`config.mk`:
```
export PLATFORM = sky130hd
export DESIGN_NAME = key_unlock_guard
export DESIGN_NICKNAME = d
export VERILOG_FILES = /design/src/rtl/kug_pkg.sv /design/src/rtl/kug_key_seq.sv /design/src/rtl/kug_ctrl.sv /design/src/rtl/kug_datapath.sv /design/src/rtl/key_unlock_guard.sv
export SDC_FILE = /design/constraint.sdc
export NUM_CORES = 1
export LEC_CHECK = 0
export ABC_CLOCK_PERIOD_IN_PS = 1900
export CAP_MARGIN = 20
export CELL_PAD_IN_SITES_DETAIL_PLACEMENT = 0
export CELL_PAD_IN_SITES_GLOBAL_PLACEMENT = 1
export CORE_MARGIN = 10
export CORE_UTILIZATION = 35
export CTS_CLUSTER_DIAMETER = 200
export CTS_CLUSTER_SIZE = 14
export DETAILED_ROUTE_END_ITERATION = 16
export HOLD_SLACK_MARGIN = 0.03
export PLACE_DENSITY = 0.76
export SYNTH_ARGS = -nofsm -noshare
export SYNTH_HDL_FRONTEND = slang
export SYNTH_SLANG_ARGS = --single-unit
```
`constraint.sdc`:
```
create_clock -name clk -period 1.9 [get_ports clk]
set_input_delay 0.285 -clock clk [delete_from_list [all_inputs] [get_ports clk]]
set_output_delay 0.285 -clock clk [all_outputs]
set_load 0.01 [all_outputs]
```
`src/rtl/kug_pkg.sv`:
```
package kug_pkg;
  localparam int DATA_W    = 32;
  localparam int NUM_PATHS = 2;
  localparam int PATH_MAIN = 0;
  localparam int PATH_OPT  = 1;

  localparam logic [DATA_W-1:0] MAIN_KEY_A = 32'h4567_0123;
  localparam logic [DATA_W-1:0] MAIN_KEY_B = 32'hCDEF_89AB;
  localparam logic [DATA_W-1:0] OPT_KEY_A  = 32'h0819_2A3B;
  localparam logic [DATA_W-1:0] OPT_KEY_B  = 32'h4C5D_6E7F;

  // Word addresses: key of path p at p, guarded register of path p at 2+p.
  function automatic int keyAddr(input int p);
    return p;
  endfunction

  function automatic int regAddr(input int p);
    return NUM_PATHS + p;
  endfunction

  function automatic logic [DATA_W-1:0] firstKey(input int p);
    return (p == PATH_MAIN) ? MAIN_KEY_A : OPT_KEY_A;
  endfunction

  function automatic logic [DATA_W-1:0] secondKey(input int p);
    return (p == PATH_MAIN) ? MAIN_KEY_B : OPT_KEY_B;
  endfunction

  typedef struct packed {
    logic ctrlFieldWe;
    logic optFieldWe;
    logic optStartReq;
    logic errReq;
  } strobe_t;
endpackage

```
`src/rtl/kug_key_seq.sv`:
```
module kug_key_seq
  import kug_pkg::*;
#(
  parameter logic [DATA_W-1:0] KEY_A = '0,
  parameter logic [DATA_W-1:0] KEY_B = '0
) (
  input  logic              clk,
  input  logic              rstN,
  input  logic              keyWr,
  input  logic [DATA_W-1:0] keyData,
  input  logic              relockReq,
  output logic              locked,
  output logic              stuck,
  output logic              seqErr
);
  logic armed;
  logic keyMatchA;
  logic keyMatchB;

  assign keyMatchA = (keyData == KEY_A);
  assign keyMatchB = (keyData == KEY_B);

  always_comb begin
    seqErr = 1'b0;
    if (keyWr) begin
      if (stuck || !locked) seqErr = 1'b1;
      else if (!armed)      seqErr = !keyMatchA;
      else                  seqErr = !keyMatchB;
    end
  end

  always_ff @(posedge clk or negedge rstN) begin
    if (!rstN) begin
      locked <= 1'b1;
      stuck  <= 1'b0;
      armed  <= 1'b0;
    end else if (keyWr) begin
      if (!stuck) begin
        if (!locked) begin
          stuck  <= 1'b1;
          locked <= 1'b1;
          armed  <= 1'b0;
        end else if (!armed) begin
          if (keyMatchA) armed <= 1'b1;
          else           stuck <= 1'b1;
        end else begin
          armed <= 1'b0;
          if (keyMatchB) locked <= 1'b0;
          else           stuck  <= 1'b1;
        end
      end
    end else if (relockReq) begin
      locked <= 1'b1;
      armed  <= 1'b0;
    end
  end

  a_r5_stuck_sticky: assert property (@(posedge clk) disable iff (!rstN)
    stuck |=> stuck) else $error("stuck flag dropped without reset");

  a_r4_stuck_keeps_locked: assert property (@(posedge clk) disable iff (!rstN)
    stuck |-> locked) else $error("stuck path is open");

  a_r2_open_only_by_key: assert property (@(posedge clk) disable iff (!rstN)
    $fell(locked) |-> ($past(keyWr) && !$past(stuck)))
    else $error("lock opened without a key write");

  a_r7_relock_takes: assert property (@(posedge clk) disable iff (!rstN)
    relockReq |=> locked) else $error("relock request ignored");
endmodule

```
`src/rtl/kug_ctrl.sv`:
```
module kug_ctrl
  import kug_pkg::*;
#(
  parameter int ADDR_W = 4
) (
  input  logic              clk,
  input  logic              rstN,
  input  logic              wrEn,
  input  logic [ADDR_W-1:0] wrAddr,
  input  logic [DATA_W-1:0] wrData,
  output logic [NUM_PATHS-1:0] lockedOut,
  output logic [NUM_PATHS-1:0] stuckOut,
  output strobe_t           strb
);
  logic [NUM_PATHS-1:0] keyWr;
  logic [NUM_PATHS-1:0] regHit;
  logic [NUM_PATHS-1:0] relockReq;
  logic [NUM_PATHS-1:0] seqErr;

  for (genvar p = 0; p < NUM_PATHS; p++) begin : g_path
    assign keyWr[p]     = wrEn && (wrAddr == ADDR_W'(keyAddr(p)));
    assign regHit[p]    = wrEn && (wrAddr == ADDR_W'(regAddr(p)));
    assign relockReq[p] = regHit[p] && !lockedOut[p] && wrData[0];

    kug_key_seq #(
      .KEY_A(firstKey(p)),
      .KEY_B(secondKey(p))
    ) u_seq (
      .clk      (clk),
      .rstN     (rstN),
      .keyWr    (keyWr[p]),
      .keyData  (wrData),
      .relockReq(relockReq[p]),
      .locked   (lockedOut[p]),
      .stuck    (stuckOut[p]),
      .seqErr   (seqErr[p])
    );
  end

  always_comb begin
    strb.ctrlFieldWe = regHit[PATH_MAIN] && !lockedOut[PATH_MAIN];
    strb.optFieldWe  = regHit[PATH_OPT]  && !lockedOut[PATH_OPT];
    strb.optStartReq = strb.optFieldWe && wrData[1];
    strb.errReq      = (|seqErr) || (|(regHit & lockedOut));
  end

  a_r4_one_path_per_write: assert property (@(posedge clk) disable iff (!rstN)
    $onehot0({keyWr, regHit})) else $error("write decoded to two targets");
endmodule

```
`src/rtl/kug_datapath.sv`:
```
module kug_datapath
  import kug_pkg::*;
(
  input  logic                 clk,
  input  logic                 rstN,
  input  strobe_t              strb,
  input  logic [DATA_W-1:1]    fieldData,
  input  logic [NUM_PATHS-1:0] lockedIn,
  output logic [DATA_W-1:0]    ctrlReg,
  output logic [DATA_W-1:0]    optCtrlReg,
  output logic                 optStart,
  output logic                 busErr
);
  logic [DATA_W-1:1] ctrlField;
  logic [DATA_W-1:2] optField;

  always_ff @(posedge clk or negedge rstN) begin
    if (!rstN) begin
      ctrlField <= '0;
      optField  <= '0;
      optStart  <= 1'b0;
      busErr    <= 1'b0;
    end else begin
      if (strb.ctrlFieldWe) ctrlField <= fieldData;
      if (strb.optFieldWe)  optField  <= fieldData[DATA_W-1:2];
      optStart <= strb.optStartReq;
      busErr   <= strb.errReq;
    end
  end

  assign ctrlReg    = {ctrlField, lockedIn[PATH_MAIN]};
  assign optCtrlReg = {optField, 1'b0, lockedIn[PATH_OPT]};

  a_r6_ctrl_frozen: assert property (@(posedge clk) disable iff (!rstN)
    $past(lockedIn[PATH_MAIN]) |-> $stable(ctrlField))
    else $error("control field moved while locked");

  a_r6_opt_frozen: assert property (@(posedge clk) disable iff (!rstN)
    $past(lockedIn[PATH_OPT]) |-> $stable(optField))
    else $error("option field moved while locked");

  a_r8_start_needs_open: assert property (@(posedge clk) disable iff (!rstN)
    optStart |-> !$past(lockedIn[PATH_OPT]))
    else $error("commit pulse from a locked option path");
endmodule

```
`src/rtl/key_unlock_guard.sv`:
```
module key_unlock_guard
  import kug_pkg::*;
#(
  parameter int ADDR_W = 4
) (
  input  logic              clk,
  input  logic              rstN,
  input  logic              busWrEn,
  input  logic [ADDR_W-1:0] busAddr,
  input  logic [31:0]       busWrData,
  output logic              busErr,
  output logic [31:0]       ctrlReg,
  output logic [31:0]       optCtrlReg,
  output logic              optStart,
  output logic              mainStuck,
  output logic              optStuck
);
  localparam int MAPPED = 2 * NUM_PATHS;

  logic [NUM_PATHS-1:0] lockedBits;
  logic [NUM_PATHS-1:0] stuckBits;
  strobe_t              strb;

  kug_ctrl #(.ADDR_W(ADDR_W)) u_ctrl (
    .clk      (clk),
    .rstN     (rstN),
    .wrEn     (busWrEn),
    .wrAddr   (busAddr),
    .wrData   (busWrData),
    .lockedOut(lockedBits),
    .stuckOut (stuckBits),
    .strb     (strb)
  );

  kug_datapath u_dp (
    .clk       (clk),
    .rstN      (rstN),
    .strb      (strb),
    .fieldData (busWrData[DATA_W-1:1]),
    .lockedIn  (lockedBits),
    .ctrlReg   (ctrlReg),
    .optCtrlReg(optCtrlReg),
    .optStart  (optStart),
    .busErr    (busErr)
  );

  assign mainStuck = stuckBits[PATH_MAIN];
  assign optStuck  = stuckBits[PATH_OPT];

  a_r9_err_after_write: assert property (@(posedge clk) disable iff (!rstN)
    busErr |-> $past(busWrEn)) else $error("error without a write");

  a_r10_unmapped_quiet: assert property (@(posedge clk) disable iff (!rstN)
    (busWrEn && (int'(busAddr) >= MAPPED)) |=> !busErr)
    else $error("error on unmapped address");
endmodule

```
# == Word-level counts from Yosys, hierarchy flattened ==
# Index checks and enable logic that the tools add are counted.
# op_classes
eq_ne,9
muxes,38
bitwise,1
n_reduce_logical,25
# op_table
cell,count
$eq 32x31->1 const B,2
$mux 1,38
$eq 32x28->1 const B,1
$eq 32x32->1 const B,1
$logic_and 1x1->1,9
$eq 4x2->1 const B,2
$logic_not 1->1,6
$eq 4x1->1 const B,1
$logic_not 4->1,1
$ne 2x2->1 const B,2
$reduce_and 2->1,2
$reduce_bool 2->1,2
$reduce_or 2->1,2
$logic_or 1x1->1,3
$and 2x2->2,1
# totals
register_bits,69
input_bits,39
out_inout_bits,68
word_cells,83

# == Depth between registers and ports, before layout ==
# Gate-level depths: netlist of run 1.
# depth
ltp_word,7
mapped_depth,5

# == Hierarchy ==
# From an unflattened synthesis of run 1, not the netlist that was laid out.
# hier_totals
cells_unflattened,214
area_unflattened_um2,3005.4
# modules_own_cells
mod,instances,cells_per_inst,area_per_inst_um2,seq_area_each_um2
kug_datapath,1,134,2353.5,1576.5
kug_key_seq at u_ctrl.g_path[1].u_seq,1,33,282.8,76.3
kug_key_seq at u_ctrl.g_path[0].u_seq,1,32,274.0,76.3
kug_ctrl,1,15,95.1,0.0

# == Worst setup path after synthesis of run 1 ==
# Ideal clock, no wire load.
# synth_timing
kind,input-to-reg
startpoint,input port busWrData[21]
endpoint,register u_ctrl.g_path[1].u_seq.armed
setup_ps,83
arrival_time_ps,1743
path_slack_ps,75
cell_stages,4
cell_sequence,or4b_1 -> or4_4 -> or4_1 -> o21ai_0
# synth_between
elab_chain_cells,6
# synth_rtl
element,line_no,text
from (decl),key_unlock_guard.sv:10,"input logic [31:0] busWrData,"
$eq 32x28->1,kug_key_seq.sv:20,assign keyMatchA = (keyData == KEY_A);
$mux 1,kug_key_seq.sv:44,if (keyMatchA) armed <= 1'b1;
$mux 1,kug_key_seq.sv:43,end else if (!armed) begin
$mux 1,kug_key_seq.sv:39,if (!locked) begin
$mux 1,kug_key_seq.sv:38,if (!stuck) begin
$mux 1,kug_key_seq.sv:37,end else if (keyWr) begin
to (signal assigned),kug_key_seq.sv:36,armed <= 1'b0;
to (signal assigned),kug_key_seq.sv:42,armed <= 1'b0;
to (signal assigned),kug_key_seq.sv:44,
to (decl),kug_key_seq.sv:16,logic armed;
# Every way passes these cells. The select of a mux whose other input is x is not followed.
# A chain may end at the register's enable or synchronous reset.

# == Worst setup path in the final report of run 1 ==
# layout_timing
startpoint,input port busWrData[28]
endpoint,register u_ctrl.g_path[1].u_seq.armed
# Same word-level chain as after synthesis.

==> results of run 1 <==
layer usage:
metal  part of all wire  vias to the layer above
met1               0.42                     1143
met5                  0                        -
met4             0.0096                        0
li1                   -                     1068
met2               0.49                       63
met3              0.071                        8
worst paths after layout:
check	start	end	slack, ns	cells past startpoint
max	busWrData[28]	u_ctrl.g_path[1].u_seq.armed	0.05	6
min	busWrData[20]	u_dp.optField[20]	0.33	3
max reg2reg	u_ctrl.g_path[1].u_seq.locked	u_ctrl.g_path[1].u_seq.armed	0.21	4
min reg2reg	u_dp.optField[16]	u_dp.optField[16]	0.51	1
max in group asynchronous	rstN	u_ctrl.g_path[1].u_seq.locked	0.95	3
min in group asynchronous	rstN	u_dp.optField[12]	0.47	3
sequential cells by signal (all words and copies together) (netlist names):
register	cells
u_ctrl.g_path.u_seq.locked	2
u_dp.optStart	1
u_ctrl.g_path.u_seq.armed	2
u_ctrl.g_path.u_seq.stuck	2
u_dp.busErr	1
u_dp.optField	30
u_dp.ctrlField	31
through the flow:
stage               TNS, ns  cell area [sq um]
floorplan                 0               2890
global placement      -2.26               4390
detailed placement    -2.39               4390
CTS                       0               4670
global route              0               4680
finish                    0               4680
cell families (layout without fill, tap and decap cells):
group / after synthesis / after routing
AOI/OAI and AO/OA: 15 / 15
buffers and inverters: 12 / 166
muxes: 61 / 61
DFF: 69 / 69
and+or+nand+nor: 50 / 50
other: 1 / 1
area by class of cell:
cell class | count | area, sq um
Clock inverter | 5 | 106
Clock buffer | 11 | 151
Tap cell | 105 | 131
Inverter | 3 | 11.3
Sequential cell | 69 | 1730
Fill cell | 700 | 3450
Multi-Input combinational cell | 127 | 1140
Timing Repair Buffer | 147 | 1410
critical path, cell delays in order:
cell             delay, ns
clkdlybuf4s50_1       0.44
nand4bb_4             0.22
or4_1                 0.43
nand4b_1              0.20
or4_1                 0.47
o21ai_0               0.08
where the power goes:
part | internal (mW) | total [mW] | switching (mW) | leakage [nW]
combinational | 0.975 | 1.53 | 0.559 | 1.04
clock | 0.946 | 1.51 | 0.566 | 0.126
sequential | 1.84 | 2.04 | 0.201 | 0.850
cell usage in the layout, fill, tap and decap left out, types with 4 or more instances in the layout:
cell type / n
dfrtp_1: 67
mux2_2: 61
clkbuf_8: 11
nor2_1: 6
buf_12: 4
nor4_1: 5
nand2_1: 4
buf_4: 37
dlygate4sd2_1: 4
nand4_1: 4
nand3_1: 5
clkdlybuf4s50_1: 98
what timing repair did:
item	CTS	global route
setup buffers	0	0
gates resized for setup	6	3
hold buffers	1	0
endpoints found under the setup margin	4	2
pin swaps	4	2
endpoints found under the hold margin	25	0
==> out/metrics.yaml, run 1 <==
vias_per_cell: 4.89
ant_nets: 0
end_kind: "flop"
rsz0062_at_grt: "no"
yosysSeqAreaShare: 0.599
initial_core_util: 0.355
fin_util: 0.575
synth-compound-area-share: 0.0338
area_growth_pct: 62.1
die_area_sq_mm: 0.0123
cts.path.max_buffers: 2
status: "finished clean"
die_y_um: 111
hold_violations: 0
hold_class: "in -> reg"
synth_top_family_by_area: "multiplexers"
drv_slew: 0
synth_ff_type: "dfrtp_1"
ys_ff_latch: 69
cts_buffers: 9
wirelength_um: 8550
drive_gt1_frac: 0.351
cts_root_buffer: "clkbuf_8"
io_pins: 107
worstPathArrival_ns: 2.12
place_ws_ns: -0.488
grt_busiest_layer: "met2"
cts.sink_count: 69
setup.worst_path.class: "in -> reg"
clk_pin_slew_worst_paths_ns: 0.07
antenna_found_initial: 0
grt_use_met2: 0.229
power_leakage_nw: 2.02
post-route-period-util: 0.975
coreArea_sq_mm: 0.00813
yosysWarnings: 0
fin_worst_skew_ns: 0.00976
avgSynthCellArea_sq_um: 13.9
grt_pass1_vias: 2561
syn-cell-area_sq_mm: 0.00289
dp_hpwl_um: 6610
synthSimpleGateAreaFrac: 0.108
die_w_um: 111
synth.area.top_cells: "dfrtp_1, mux2_2, dfstp_2, nand3_1, nor4_1"
required_ns: 2.17
route.detailed.wl_per_inst_um: 18.3
grt_use_met3: 0.0541
diodes: 0
firstDrtPassIters: 4
ys_types: 34
drcViolationCount: 0
power_per_cell_area_mw_per_mm2: 1090
setup_viol: 0
synth-xor-area-share: 0
worst_pin_slew_ns: 0.556
drtIter0Drc: 60
maxCapViolations: 0
num_vias: 2282
grt_max_degree: 44
use_met1: 0.160
overflow: 0
setup_ws_ns: 0.0469
synthAdderAreaFrac: 0
muxShareOfSynthArea: 0.238
fin_cells: 467
num_rows: 33
dpl.cell_count: 450
period_minus_slack_ns: 1.85
portBuffers: 105
max_freq_mhz: 540
grt_pass1_wl_um: 13800
syn-instance-count: 208
start_kind: "primary input"
cts_tree: "done"
relSlewSlack: 0.629
htreeDepth: 3
fin_total_pwr_mw: 5.09
final_nets: 396
holdWs_ns: 0.333
clkLatencyLatePin_ns: 0.34
async_flop_share: 1.00
synth_nets: 247
synth_most_common_cell: "dfrtp_1"
place.gp.congestion: 0.851
grt_usage: 0.138
yosysTopAreaCell: "dfrtp_1"
yosys-top-cells-count: "dfrtp_1, mux2_2, nand3_1"
synth_edf_count: 0
ir_drop_uv: 531
cp_max_fo: 3
yosys.area.top_type_share: 0.581
Power figures use the tool's default switching activity.
==> run 2, diff against run 1 <==
==> constraint.sdc (replaced) <==
create_clock -name clk -period 1.9 [get_ports clk]
set_input_delay 0.19 -clock clk [delete_from_list [all_inputs] [get_ports clk]]
set_output_delay 0.19 -clock clk [all_outputs]
set_load 0.01 [all_outputs]
==> run 2 against run 1 <==
Register-to-register slack worse by 0.12 ns. Design area down 2.6%. Wire length up 0.51%. Final cell count down 1.1%. Clock-buffer cell count up 1. Combinational power about the same. Die area unchanged. Global-route usage up 0.19 points. First-iteration DRC count up 1.7%. Critical endpoint is now u_dp.busErr. Highest routed layer unchanged.
==> out/metrics.yaml, run 2 (synthesis gave the netlist of run 1 again) <==
max_freq_mhz: 543  # +0.56%
vias_per_cell: 4.90  # +0.28%
htreeDepth: 3  # unchanged
status: "finished clean"
grt_busiest_layer: "met2"
grt_usage: 0.140  # +0.00195
rsz0062_at_grt: "no"
grt_pass1_vias: 2509  # -2.0%
wirelength_um: 8590  # +0.51%
hold_class: "in -> reg"
final_nets: 393  # -0.76%
antenna_found_initial: 0  # unchanged
largestRegisters: "u_dp.ctrlField x31, u_dp.optField x30"
fin_total_pwr_mw: 4.63  # -9.0%
top_register: "u_dp.ctrlField"
fillCellCount: 681  # -2.7%
relSlewSlack: 0.628  # -0.00137
portBuffers: 105  # unchanged
num_rows: 33  # unchanged
die_w_um: 111  # unchanged
largest_register_ffs: 31  # unchanged
num_vias: 2264  # -0.79%
period_minus_slack_ns: 1.84  # -0.0104 ns
io_pins: 107  # unchanged
post-route-period-util: 0.970  # -0.00548
final_cell_mix: "clkdlybuf4s50_1, dfrtp_1, mux2_2"
place.gp.congestion: 0.854  # +0.40%
power_leakage_nw: 1.97  # -2.3%
grt_use_met3: 0.0628  # +0.00866
overflow: 0  # unchanged
use_met1: 0.162  # +0.00205
ant_nets: 0  # unchanged
end_kind: "flop"
ir_drop_uv: 585  # +10%
route.detailed.wl_per_inst_um: 18.6  # +1.6%
drcViolationCount: 0  # unchanged
area_growth_pct: 57.9
hold_violations: 0  # unchanged
grt_max_degree: 44  # unchanged
setup.worst_path.class: "in -> reg"
coreArea_sq_mm: 0.00813  # unchanged
cts.path.max_buffers: 2  # unchanged
grt_pass1_wl_um: 13900  # +0.64%
cts_tree: "done"
required_ns: 2.11  # -0.06 ns
cp_max_fo: 3  # unchanged
drv_slew: 0  # unchanged
rrSetupSlack_ns: 0.09  # -0.12 ns
drtIter0Drc: 61  # +1.7%
final_common_cell: "clkdlybuf4s50_1"
power_per_cell_area_mw_per_mm2: 1020  # -6.5%
worstPathArrival_ns: 2.05  # -0.07 ns
multiInputGateArea_sq_mm: 0.00113  # -0.44%
worst_pin_slew_ns: 0.558  # +0.00206 ns
die_area_sq_mm: 0.0123  # unchanged
maxCapViolations: 0  # unchanged
clkLatencyLatePin_ns: 0.34  # about the same
seq_area_sq_mm: 0.00173  # unchanged
grt_use_met2: 0.229  # +0.000393
cts_root_buffer: "clkbuf_8"
dp_hpwl_um: 6570  # -0.47%
diodes: 0  # unchanged
cts_buffers: 9  # unchanged
fin_worst_skew_ns: 0.00384  # -0.00592 ns
clk_pin_slew_worst_paths_ns: 0.07  # about the same
firstDrtPassIters: 4  # unchanged
cts.sink_count: 69  # unchanged
die_y_um: 111  # unchanged
fin_util: 0.560  # -0.0151
setup_viol: 0  # unchanged
drive_gt1_frac: 0.336  # -0.0147
start_kind: "primary input"
initial_core_util: 0.355  # unchanged
==> run 2: final timing paths <==
kind / cells after the start / endpoint / startpoint
worst max-delay path: 7 / u_dp.busErr / busWrData[28]
worst min-delay path: 2 / u_dp.optField[21] / busWrData[21]
worst max register to register: 4 / u_ctrl.g_path[1].u_seq.armed / u_ctrl.g_path[1].u_seq.locked
worst min register to register: 1 / u_dp.optField[16] / u_dp.optField[16]
max in group asynchronous: 3 / u_ctrl.g_path[1].u_seq.locked / rstN
min in group asynchronous: 3 / u_dp.ctrlField[12] / rstN
==> run 2: layer usage <==
metal,share of wire,wire length [um],up-vias
met1,0.41,3500,1137
li1,-,-,1055
met2,0.50,4330,65
met4,0.0066,57,0
met5,0,0,-
met3,0.082,706,7
==> run 2: critical path, cell delays in order <==
cell and delay (ns):
clkdlybuf4s50_1 0.44, nand4bb_4 0.26, or4_1 0.49, nand4b_1 0.20, buf_4 0.17, a211oi_1 0.19, o211ai_1 0.11
==> run 2: area by class of cell <==
class / count / share of cell area
multi-input cells: 127 / 0.248
clock buffers: 12 / 0.0340
inverters: 3 / 0.00247
well taps: 105 / 0.0288
repair buffers: 144 / 0.305
clock inverters: 2 / 0.00220
flip-flops and latches: 69 / 0.379
==> run 2: power by group <==
part	total (mW)	switching, mW	internal (mW)
combinational	1.55	0.565	0.986
clock	1.04	0.516	0.527
sequential	2.04	0.196	1.84
==> run 2: what timing repair did <==
item | in CTS | in global routing
endpoints found under the setup margin | 1 | 1
endpoints found under the hold margin | 67 | 0
hold buffers | 1 | 0
buffers inserted | 0 | 3
pin swaps | 1 | 3
resized for setup | 1 | 6
==> run 2: through the flow <==
stage	hold WS, ns	area (sq um)	instances	TNS [ns]	setup WS [ns]
floorplan	-0.106	2890	208	0	0.170
global placement	0.214	4330	444	-1.60	-0.369
detailed placement	0.216	4330	444	-1.72	-0.388
CTS	0.375	4520	459	0	0.0145
global route	0.224	4560	462	0	0.0168
finish	0.199	4560	462	0	0.0573
==> run 3, diff against run 2 <==
--- a/config.mk
+++ b/config.mk
@@ -16,6 +16,7 @@
 export DETAILED_ROUTE_END_ITERATION = 16
 export HOLD_SLACK_MARGIN = 0.03
 export PLACE_DENSITY = 0.76
+export SKIP_CTS_REPAIR_TIMING = 1
 export SYNTH_ARGS = -nofsm -noshare
 export SYNTH_HDL_FRONTEND = slang
 export SYNTH_SLANG_ARGS = --single-unit
==> constraint.sdc (replaced) <==
create_clock -name clk -period 1.9 [get_ports clk]
set_input_delay 0.19 -clock clk [delete_from_list [all_inputs] [get_ports clk]]
set_output_delay 0.19 -clock clk [all_outputs]
set_load 0.05 [all_outputs]
==> run 3 against run 2 <==
Maximum frequency is 2.4% higher. Clock skew is 0.0093 ns higher. Sequential power hardly changed. Final cell count is 0.22% lower. Critical path type unchanged. Largest power group is now combinational logic.
==> out/metrics.yaml, run 3 (synthesis gave the netlist of run 1 again) <==
overflow: 0  # unchanged
grt_max_degree: 44  # unchanged
cts.path.max_buffers: 2  # unchanged
crit_chain: "clkdlybuf4s50_1 > or4b_4 > or4_4 > or4_1 > o21ai_0"
setup.worst_path.class: "in -> reg"
use_met1: 0.161  # -0.000921
maxCapViolations: 0  # unchanged
dp_hpwl_um: 6550  # -0.38%
cts_tree: "done"
holdWs_ns: 0.172  # -0.0271 ns
portBuffers: 105  # unchanged
grt_use_met3: 0.0617  # -0.00108
grt_pass1_wl_um: 13700  # -1.3%
fin_util: 0.565  # +0.00492
wirelength_um: 8460  # -1.5%
multiInputGateArea_sq_mm: 0.00113  # +0.33%
num_vias: 2228  # -1.6%
num_rows: 33  # unchanged
dpl.cell_count: 444  # unchanged
area_growth_pct: 59.3
seq_area_sq_mm: 0.00173  # unchanged
power_per_cell_area_mw_per_mm2: 1310  # +29%
status: "finished clean"
drv_slew: 0  # unchanged
coreArea_sq_mm: 0.00813  # unchanged
diodes: 0  # unchanged
cts_buffers: 9  # unchanged
final_common_cell: "clkdlybuf4s50_1"
largestRegisters: "u_dp.ctrlField x31, u_dp.optField x30"
vias_per_cell: 4.83  # -1.4%
cts_root_buffer: "clkbuf_8"
clk_pin_slew_worst_paths_ns: 0.07  # about the same
setup_viol: 0  # unchanged
start_kind: "primary input"
final_cell_mix: "clkdlybuf4s50_1, dfrtp_1, mux2_2"
rsz0062_at_grt: "no"
die_y_um: 111  # unchanged
post-route-period-util: 0.947  # -0.0229
drcViolationCount: 0  # unchanged
die_area_sq_mm: 0.0123  # unchanged
hold_violations: 0  # unchanged
max_freq_mhz: 556  # +2.4%
period_minus_slack_ns: 1.80  # -0.0435 ns
end_kind: "flop"
cts.sink_count: 69  # unchanged
cp_max_fo: 3  # unchanged
die_w_um: 111  # unchanged
worst_pin_slew_ns: 0.556  # -0.00278 ns
hold_class: "in -> reg"
io_pins: 107  # unchanged
htreeDepth: 3  # unchanged
grt_use_met2: 0.225  # -0.00393
grt_pass1_vias: 2511  # +0.080%
firstDrtPassIters: 4  # unchanged
fin_worst_skew_ns: 0.0131  # +0.00927 ns
final_nets: 390  # -0.76%
ir_drop_uv: 740  # +27%
relSlewSlack: 0.628  # +0.000691
drtIter0Drc: 36  # -41%
grt_usage: 0.139  # -0.000887
fin_total_pwr_mw: 6.03  # +30%
cp_slowest_cell: "or4b_4"
place.gp.congestion: 0.851  # -0.37%
drive_gt1_frac: 0.340  # +0.00375
top_register: "u_dp.ctrlField"
initial_core_util: 0.355  # unchanged
fillCellCount: 686  # +0.73%
required_ns: 2.17  # +0.06 ns
clkLatencyLatePin_ns: 0.34  # about the same
largest_register_ffs: 31  # unchanged
worstPathArrival_ns: 2.07  # +0.02 ns
grt_busiest_layer: "met2"
slowest_delay_ns: 0.53  # +0.04 ns
power_leakage_nw: 1.99  # +1.0%
route.detailed.wl_per_inst_um: 18.4  # -1.3%
fin_cells: 461  # -0.22%
ant_nets: 0  # unchanged
antenna_found_initial: 0  # unchanged
run 3: worst max-delay path, delay by kind of cell:
| kind | cells | cell delay, ns |
|---|---|---|
| compound gates | 1 | 0.08 |
| buf+inv | 1 | 0.42 |
| simple gates | 3 | 1.38 |
run 3: per-stage QoR:
stage | cell area [sq um] | TNS (ns) | worst slack [ns]
global route | 4600 | 0 | 0.0299
CTS | 4550 | -0.0387 | -0.0387
finish | 4600 | 0 | 0.101
global placement | 4320 | -1.60 | -0.373
detailed placement | 4320 | -1.83 | -0.410
floorplan | 2890 | 0 | 0.170
run 3: final cells by class:
cell class | instances | area share
Multi-Input combinational cell | 127 | 0.247
Timing Repair Buffer | 141 | 0.297
Clock buffer | 13 | 0.0346
Inverter | 3 | 0.00245
Clock inverter | 3 | 0.0147
Sequential cell | 69 | 0.376
Tap cell | 105 | 0.0286
run 3: layer usage:
| layer | vias up | routed length (um) |
|---|---|---|
| li1 | 1051 | - |
| met1 | 1104 | 3570 |
| met2 | 65 | 4130 |
| met3 | 8 | 690 |
| met4 | 0 | 68 |
| met5 | - | 0 |
run 3: path summary, 6_finish.rpt:
kind	start	to	slack (ns)	cells past startpoint
max	busWrData[23]	u_ctrl.g_path[1].u_seq.armed	0.10	5
min	busWrData[29]	u_dp.optField[29]	0.17	2
max reg2reg	u_ctrl.g_path[1].u_seq.locked	u_ctrl.g_path[1].u_seq.armed	0.15	4
min reg2reg	u_dp.ctrlField[5]	u_dp.ctrlField[5]	0.51	1
max in group asynchronous	rstN	u_ctrl.g_path[1].u_seq.locked	1.06	3
min in group asynchronous	rstN	u_dp.optField[16]	0.37	3
run 3: report_power, final:
group	total, mW	switching [mW]	leakage (nW)	internal (mW)
Sequential	2.03	0.193	0.850	1.84
Clock	1.35	0.539	0.110	0.813
Combinational	2.64	1.68	1.03	0.961
